==> src/rtl/smc_pkg.sv <==
package smc_pkg;

   localparam int ASET_W = 4;
   localparam int AHLD_W = 4;
   localparam int DSET_W = 8;
   localparam int TURN_W = 4;
   localparam int CNT_W  = DSET_W;

   typedef enum logic [2:0] {
      PH_IDLE = 3'd0,
      PH_ASET = 3'd1,
      PH_AHLD = 3'd2,
      PH_DSET = 3'd3,
      PH_TURN = 3'd4,
      PH_DONE = 3'd5
   } phase_e;

   typedef struct packed {
      logic              muxed;
      logic [ASET_W-1:0] aset;
      logic [AHLD_W-1:0] ahld;
      logic [DSET_W-1:0] dset;
      logic [TURN_W-1:0] turn;
   } timing_t;

   // Counter preload (length minus one) for a timed phase.
   function automatic logic [CNT_W-1:0] preload(phase_e p, timing_t c);
      logic [CNT_W-1:0] v;
      v = '0;
      case (p)
         PH_ASET: v = CNT_W'(c.aset - ASET_W'(1));
         PH_AHLD: v = (c.ahld == '0) ? '0 : CNT_W'(c.ahld - AHLD_W'(1));
         PH_DSET: v = CNT_W'(c.dset);
         PH_TURN: v = CNT_W'(c.turn - TURN_W'(1));
         default: v = '0;
      endcase
      return v;
   endfunction

endpackage

==> src/rtl/smc_cfg_hold.sv <==
module smc_cfg_hold
   import smc_pkg::*;
(
   input  logic    clk,
   input  logic    rst_n,
   input  logic    capture,
   input  timing_t cfg_d,
   output timing_t cfg_q
);

   always_ff @(posedge clk or negedge rst_n) begin
      if (!rst_n)       cfg_q <= '0;
      else if (capture) cfg_q <= cfg_d;
   end

endmodule

==> src/rtl/smc_phase_timer.sv <==
module smc_phase_timer #(
   parameter int CW = 8
) (
   input  logic          clk,
   input  logic          rst_n,
   input  logic          load,
   input  logic [CW-1:0] load_val,
   output logic          last
);

   if (CW < 1) begin : g_bad_cw
      $error("smc_phase_timer: CW must be at least 1");
   end

   logic [CW-1:0] cnt_q;

   always_ff @(posedge clk or negedge rst_n) begin
      if (!rst_n)              cnt_q <= '0;
      else if (load)           cnt_q <= load_val;
      else if (cnt_q != '0)    cnt_q <= cnt_q - CW'(1);
   end

   assign last = (cnt_q == '0);

   // a running phase counts down by one per cycle
   a_r4_count_step: assert property (@(posedge clk) disable iff (!rst_n)
      (!load && cnt_q != '0) |=> (cnt_q == $past(cnt_q) - CW'(1)));

endmodule

==> src/rtl/smc_bus_drive.sv <==
module smc_bus_drive
   import smc_pkg::*;
#(
   parameter int DW     = 16,
   parameter int NBANK  = 4,
   parameter int BANK_W = 2
) (
   input  logic              clk,
   input  logic              rst_n,
   input  phase_e            phase,
   input  logic              muxed,
   input  logic              write,
   input  logic [BANK_W-1:0] bank,
   input  logic [DW-1:0]     addr_lo,
   input  logic [DW-1:0]     wdata,
   output logic [NBANK-1:0]  cs_n,
   output logic              oe_n,
   output logic              we_n,
   output logic              adv_n,
   output logic [DW-1:0]     ad_o,
   output logic              ad_oe
);

   logic addr_ph, data_ph, sel_ph;

   assign addr_ph = (phase == PH_ASET) || (phase == PH_AHLD);
   assign data_ph = (phase == PH_DSET);
   assign sel_ph  = addr_ph || data_ph;

   for (genvar b = 0; b < NBANK; b++) begin : g_cs
      assign cs_n[b] = !(sel_ph && (bank == BANK_W'(b)));
   end

   assign adv_n = !(muxed && addr_ph);
   assign oe_n  = !(data_ph && !write);
   assign we_n  = !(data_ph && write);
   assign ad_oe = (muxed && addr_ph) || (data_ph && write);
   assign ad_o  = addr_ph ? addr_lo : wdata;

   // never more than one bank selected
   a_r8_one_bank: assert property (@(posedge clk) disable iff (!rst_n)
      $countones(~cs_n) <= 1);

   // read and write strobes exclusive
   a_r4_strobe_excl: assert property (@(posedge clk) disable iff (!rst_n)
      !(!oe_n && !we_n));

   // the bus is never driven while the device drives it
   a_r7_no_contention: assert property (@(posedge clk) disable iff (!rst_n)
      !oe_n |-> !ad_oe);

   // address valid never overlaps a data strobe
   a_r3_adv_apart: assert property (@(posedge clk) disable iff (!rst_n)
      !adv_n |-> (oe_n && we_n));

endmodule

==> src/rtl/smc_access_seq.sv <==
module smc_access_seq
   import smc_pkg::*;
#(
   parameter int DW     = 16,
   parameter int NBANK  = 4,
   parameter int WIN_W  = 26,
   localparam int BANK_W = (NBANK > 1) ? $clog2(NBANK) : 1,
   localparam int AW     = WIN_W + BANK_W
) (
   input  logic              clk,
   input  logic              rst_n,
   input  logic              req_valid,
   output logic              req_ready,
   input  logic              req_write,
   input  logic [AW-1:0]     req_addr,
   input  logic [DW-1:0]     req_wdata,
   input  logic              cfg_muxed,
   input  logic [ASET_W-1:0] cfg_aset,
   input  logic [AHLD_W-1:0] cfg_ahld,
   input  logic [DSET_W-1:0] cfg_dset,
   input  logic [TURN_W-1:0] cfg_turn,
   output logic              rsp_valid,
   output logic [DW-1:0]     rsp_rdata,
   output logic [NBANK-1:0]  mem_cs_n,
   output logic              mem_oe_n,
   output logic              mem_we_n,
   output logic              mem_adv_n,
   output logic [WIN_W-1:0]  mem_addr,
   output logic [DW-1:0]     mem_ad_o,
   output logic              mem_ad_oe,
   input  logic [DW-1:0]     mem_ad_i
);

   if (NBANK < 2 || (NBANK & (NBANK - 1)) != 0) begin : g_bad_nbank
      $error("smc_access_seq: NBANK must be a power of two, at least 2");
   end
   if (DW < 8 || DW % 8 != 0) begin : g_bad_dw
      $error("smc_access_seq: DW must be a multiple of 8");
   end
   if (DW > WIN_W) begin : g_bad_win
      $error("smc_access_seq: DW must not exceed WIN_W");
   end

   phase_e           phase_q, phase_d;
   timing_t          cfg_in, cfg_q, cfg_eff;
   logic             accept, step, load, last;
   logic [CNT_W-1:0] load_val;
   logic             wr_q;
   logic [AW-1:0]    addr_q;
   logic [DW-1:0]    wdata_q, rdata_q;

   assign cfg_in = '{muxed: cfg_muxed, aset: cfg_aset, ahld: cfg_ahld,
                     dset: cfg_dset, turn: cfg_turn};
   assign accept  = req_valid && (phase_q == PH_IDLE);
   assign cfg_eff = accept ? cfg_in : cfg_q;

   smc_cfg_hold u_cfg (
      .clk     (clk),
      .rst_n   (rst_n),
      .capture (accept),
      .cfg_d   (cfg_in),
      .cfg_q   (cfg_q)
   );

   always_comb begin
      phase_d = phase_q;
      step    = 1'b0;
      case (phase_q)
         PH_IDLE: if (accept) begin
            step = 1'b1;
            if (cfg_in.aset != '0)  phase_d = PH_ASET;
            else if (cfg_in.muxed)  phase_d = PH_AHLD;
            else                    phase_d = PH_DSET;
         end
         PH_ASET: if (last) begin
            step    = 1'b1;
            phase_d = cfg_q.muxed ? PH_AHLD : PH_DSET;
         end
         PH_AHLD: if (last) begin
            step    = 1'b1;
            phase_d = PH_DSET;
         end
         PH_DSET: if (last) begin
            step    = 1'b1;
            phase_d = (cfg_q.turn != '0) ? PH_TURN : PH_DONE;
         end
         PH_TURN: if (last) begin
            step    = 1'b1;
            phase_d = PH_DONE;
         end
         PH_DONE: begin
            step    = 1'b1;
            phase_d = PH_IDLE;
         end
         default: phase_d = PH_IDLE;
      endcase
   end

   assign load     = step && (phase_d inside {PH_ASET, PH_AHLD, PH_DSET, PH_TURN});
   assign load_val = preload(phase_d, cfg_eff);

   smc_phase_timer #(.CW(CNT_W)) u_timer (
      .clk      (clk),
      .rst_n    (rst_n),
      .load     (load),
      .load_val (load_val),
      .last     (last)
   );

   always_ff @(posedge clk or negedge rst_n) begin
      if (!rst_n) begin
         phase_q <= PH_IDLE;
         wr_q    <= 1'b0;
         addr_q  <= '0;
         wdata_q <= '0;
         rdata_q <= '0;
      end else begin
         phase_q <= phase_d;
         if (accept) begin
            wr_q    <= req_write;
            addr_q  <= req_addr;
            wdata_q <= req_wdata;
         end
         if (phase_q == PH_DSET && last && !wr_q) rdata_q <= mem_ad_i;
      end
   end

   smc_bus_drive #(.DW(DW), .NBANK(NBANK), .BANK_W(BANK_W)) u_drive (
      .clk     (clk),
      .rst_n   (rst_n),
      .phase   (phase_q),
      .muxed   (cfg_q.muxed),
      .write   (wr_q),
      .bank    (addr_q[AW-1:WIN_W]),
      .addr_lo (addr_q[DW-1:0]),
      .wdata   (wdata_q),
      .cs_n    (mem_cs_n),
      .oe_n    (mem_oe_n),
      .we_n    (mem_we_n),
      .adv_n   (mem_adv_n),
      .ad_o    (mem_ad_o),
      .ad_oe   (mem_ad_oe)
   );

   assign mem_addr  = addr_q[WIN_W-1:0];
   assign req_ready = (phase_q == PH_IDLE);
   assign rsp_valid = (phase_q == PH_DONE);
   assign rsp_rdata = rdata_q;

   // once a request is taken the port is busy
   a_r9_busy_after_accept: assert property (@(posedge clk) disable iff (!rst_n)
      (req_valid && req_ready) |=> !req_ready);

   // completion is a single-cycle pulse
   a_r5_done_pulse: assert property (@(posedge clk) disable iff (!rst_n)
      rsp_valid |=> !rsp_valid);

   // selects are released before completion
   a_r5_done_released: assert property (@(posedge clk) disable iff (!rst_n)
      rsp_valid |-> (&mem_cs_n));

endmodule

==> config.mk <==
export PLATFORM = sky130hd
export DESIGN_NAME = smc_access_seq
export DESIGN_NICKNAME = d
export VERILOG_FILES = /design/src/rtl/smc_pkg.sv /design/src/rtl/smc_cfg_hold.sv /design/src/rtl/smc_phase_timer.sv /design/src/rtl/smc_bus_drive.sv /design/src/rtl/smc_access_seq.sv
export SDC_FILE = /design/constraint.sdc
export NUM_CORES = 1
export LEC_CHECK = 0
export BUFFER_PORTS_ARGS = -buffer_cell sky130_fd_sc_hd__clkbuf_2
export CAP_MARGIN = 30
export CORE_UTILIZATION = 40
export DETAILED_ROUTE_END_ITERATION = 10
export PLACE_DENSITY = 0.75
export SLEW_MARGIN = 20
export SYNTH_ARGS = -nofsm -noshare
export SYNTH_HDL_FRONTEND = slang
export SYNTH_SLANG_ARGS = --single-unit
==> constraint.sdc <==
create_clock -name clk -period 7.63 [get_ports clk]
set_clock_uncertainty 0.1 [all_clocks]
set_input_delay 0 -clock clk [delete_from_list [all_inputs] [get_ports clk]]
set_output_delay 0 -clock clk [all_outputs]
set_load 0.05 [all_outputs]
==> out/metrics.cfg <==
[layout]
design_area_um2 = 6661
drive_above_1_share_pct = 31.43
nets = 819
n_antenna_cell = 0
final_common_cell = nand2_1
area_growth_pct = 36.90
nFillCells = 995
final_cell_mix = 201 x nand2_1, 151 x clkbuf_2, 93 x dfrtp_1

[cts]
clkTransAtPathRegs_ns = 0.06
post_cts_buffers = 0
insertion_delay_ns = 0.34
cts_made_buffers = 9
postCtsResizedCells = 0
cts_buffer_depth = 2
ctsRootBufferMaster = clkbuf_16
tritoncts = built
htree_num_levels = 3
clock_sinks = 93

[placed_design]
pre_cts_slack_ns = 4.235
hpwl_um = 8445
gp_congestion = 0.8370
place_area_um2 = 5499
numPortBuffers = 152

[logic_synthesis]
avgSynthCellArea_um2 = 9.198
synth-simple-area-share_pct = 26.41
ys_ff_latch = 93
synth_cell_types = 59
synthFlopType = dfrtp_1
muxShareOfSynthArea_pct = 8.485
ys_warn_count = 0
yosys.area_share.xor_xnor_pct = 1.080
synth_compound_area_share_pct = 7.508
synthCells = 529
synth_top_family_by_area = simple AND/OR/NAND/NOR gates
seq_area_frac_synth_pct = 47.83
synth-edff-count = 0
synth_fa_ha_area_share_pct = 0.7714
synth.area.top_cells = dfrtp_1 48%, nand2_1 16%, mux2_2 7.9%
yosysTopAreaCell = dfrtp_1
syn_area_um2 = 4866
syn_nets = 617
synth_top_area_share_pct = 47.83
synthArstFlopShare_pct = 100.0

[floorplan]
fp-row-count = 39
die_width_um = 112.3
die_h_um = 112.3
initial_core_util_pct = 41.90
die-area_um2 = 12610
io_pins = 153
coreArea_um2 = 11610

[setup_path]
critPathMaxFanout = 52
cp_cell_sequence = or4b_2, buf_4, nand2_1, and2_1, ha_1, inv_1, nand2_1, or3b_2, mux2i_1, a31oi_1
critPathMostFrequentCell = nand2_1
worstSetupEndpointType = flop
slowest_delay_ns = 0.98
startpoint_type = flop
arrival_ns = 3.50
cp.required_ns = 7.75
cp_top_family = simple AND/OR/NAND/NOR gates
cpMaxStageDelayCell = or4b_2
path_buf_inv = 2
crit_type = reg -> reg

[power]
p_clk_share_pct = 14.9
vdd_drop_max_mv = 0.2969
power_frac_seq_pct = 29.4
comb_power_share_pct = 55.6
sw_frac_of_total_pct = 50.66
p_int_mw = 1.480
total_power_mw = 3.000
p_sw_mw = 1.519
p_leak_nw = 3.387
power_density_nw_per_um2 = 450.3

[global_routing]
antenna_found_initial = 0
grt_max_degree = 71
grtUsageTotal_pct = 21.54
first_global_vias = 4498
grt_pass1_wl_um = 21410
gr-total-overflow = 0

[sta]
worstMarginPinSlew_ns = 0.7111
max_slew_margin_pct = 52.59
setup_slack_ns = 4.257
fmax_mhz = 296.4
rsz0062_at_grt = no
finalMaxSlewViolations = 0
tns_ns = 0
hold_violations = 0
post-route-period-util_pct = 44.21
period_minus_slack_ns = 3.373
setup_viol = 0

[drt]
vias = 4444
drt_iter0_markers = 244
drt-vias-per-instance = 5.062
finalWirelength_um = 12930
ant_nets = 0
drc = 10
wl_per_cell_um = 14.72
drtPass1Iterations = 8

[job]
maxCapViolations = 0

[outcome]
violations = design-rule violations
status = complete, but fails checks

[worst_hold_path]
min_path_type = in -> reg

-- cells in the mapped netlist (all sizes together) (2+ instances only) --
library cell    n
a211oi          6
a21oi          12
a31oi           6
and2            3
and2b           2
buf            36
clkbuf         15
dfrtp          93
ha              3
inv            11
mux2           34
mux2i           3
nand2         201
nand2b          3
nand3           3
nand3b          3
nor2           13
nor3           17
nor3b           3
nor4            5
nor4b           3
o211ai          3
o21a            2
o21ai          11
o22ai           5
o31ai           4
or2             4
or3             2
or4             5
or4b            2
xnor2           3
xor2            3
-- path summary, 6_finish.rpt --
kind,startpoint,endpoint,slack [ns],cells past startpoint
worst max-delay path,phase_q[0],u_timer.cnt_q[2],4.26,10
worst max register to register,phase_q[0],u_timer.cnt_q[2],4.26,10
min in group asynchronous,rst_n,rsp_rdata[1],0.07,2
max in group asynchronous,rst_n,wdata_q[14],6.29,3
worst min-delay path,req_valid,u_cfg.cfg_q[9],0.03,4
worst min register to register,wdata_q[0],wdata_q[0],0.37,2
-- worst reg2reg max path: cells and delay by family (launching register included) --
kind                       cells  cell delay (ns)
DFF                            1             0.54
AOI/OAI and AO/OA              1             0.10
and+or+nand+nor                5             1.74
buffers and inverters          2             0.46
muxes                          1             0.13
adders and majority gates      1             0.17
-- state kept, by name, summed over array words and instances, names as in the netlist --
| name | flops |
|---|---|
| rsp_rdata | 16 |
| addr_q | 28 |
| wdata_q | 16 |
| u_cfg.cfg_q | 21 |
| wr_q | 1 |
| phase_q | 3 |
| u_timer.cnt_q | 8 |
-- metrics by stage --
| step | hold slack (ns) | util (%) | instances |
|---|---|---|---|
| 2_1_floorplan | -0.3956 | - | 529 |
| 3_5_place_dp | -0.08249 | 47.35 | 776 |
| 6_report | 0.02717 | 57.36 | 878 |
| 4_1_cts | 0.01872 | 57.20 | 876 |
| 3_3_place_gp | -0.09814 | 47.35 | 776 |
| 5_1_grt | 0.05361 | 57.36 | 878 |
-- layout make-up --
cell class                 instances  area (um2)  share of cell area (%)
multi-input combinational        374        2166                   32.51
clock buffer                      12       246.5                   3.700
timing repair buffer             242        1655                   24.85
inverter                          11       41.29                  0.6198
sequential                        93        2327                   34.94
clock inverter                     3       46.29                  0.6950
tap                              143       178.9                   2.686
-- kinds of logic after synthesis --
family,after synthesis
buffers and inverters,62
AO/OA/AOI/OAI,54
AND/OR/NAND/NOR,274
flip-flops,93
adder cells (fa/ha/maj),3
multiplexers,37
XOR/XNOR,6
-- power groups by stage --
| stage | Sequential [mW] | Clock [mW] | Combinational (mW) |
|---|---|---|---|
| final | 0.883 | 0.448 | 1.67 |
| after global routing | 0.914 | 0.479 | 1.78 |
| after CTS | 0.882 | 0.462 | 1.66 |
| after detailed placement | 0.889 | 0 | 1.62 |
| after global placement | 0.872 | 0 | 1.59 |
| after floorplan | 0.990 | 0 | 1.23 |
-- metal layers --
metal / vias up / track usage, % / wire length [um]
li1: 2138 / - / -
met1: 2115 / 25.87 / 5436
met2: 158 / 37.39 / 6495
met3: 33 / 5.238 / 656
met4: 0 / 8.267 / 336
met5: - / 0 / 0
-- timing repair --
item / in CTS / in global routing
hold buffers: 85 / 0
endpoints found under the hold margin: 123 / 0
endpoints found under the setup margin: 0 / 0
Note: power is estimated with default switching activity, not from simulation.
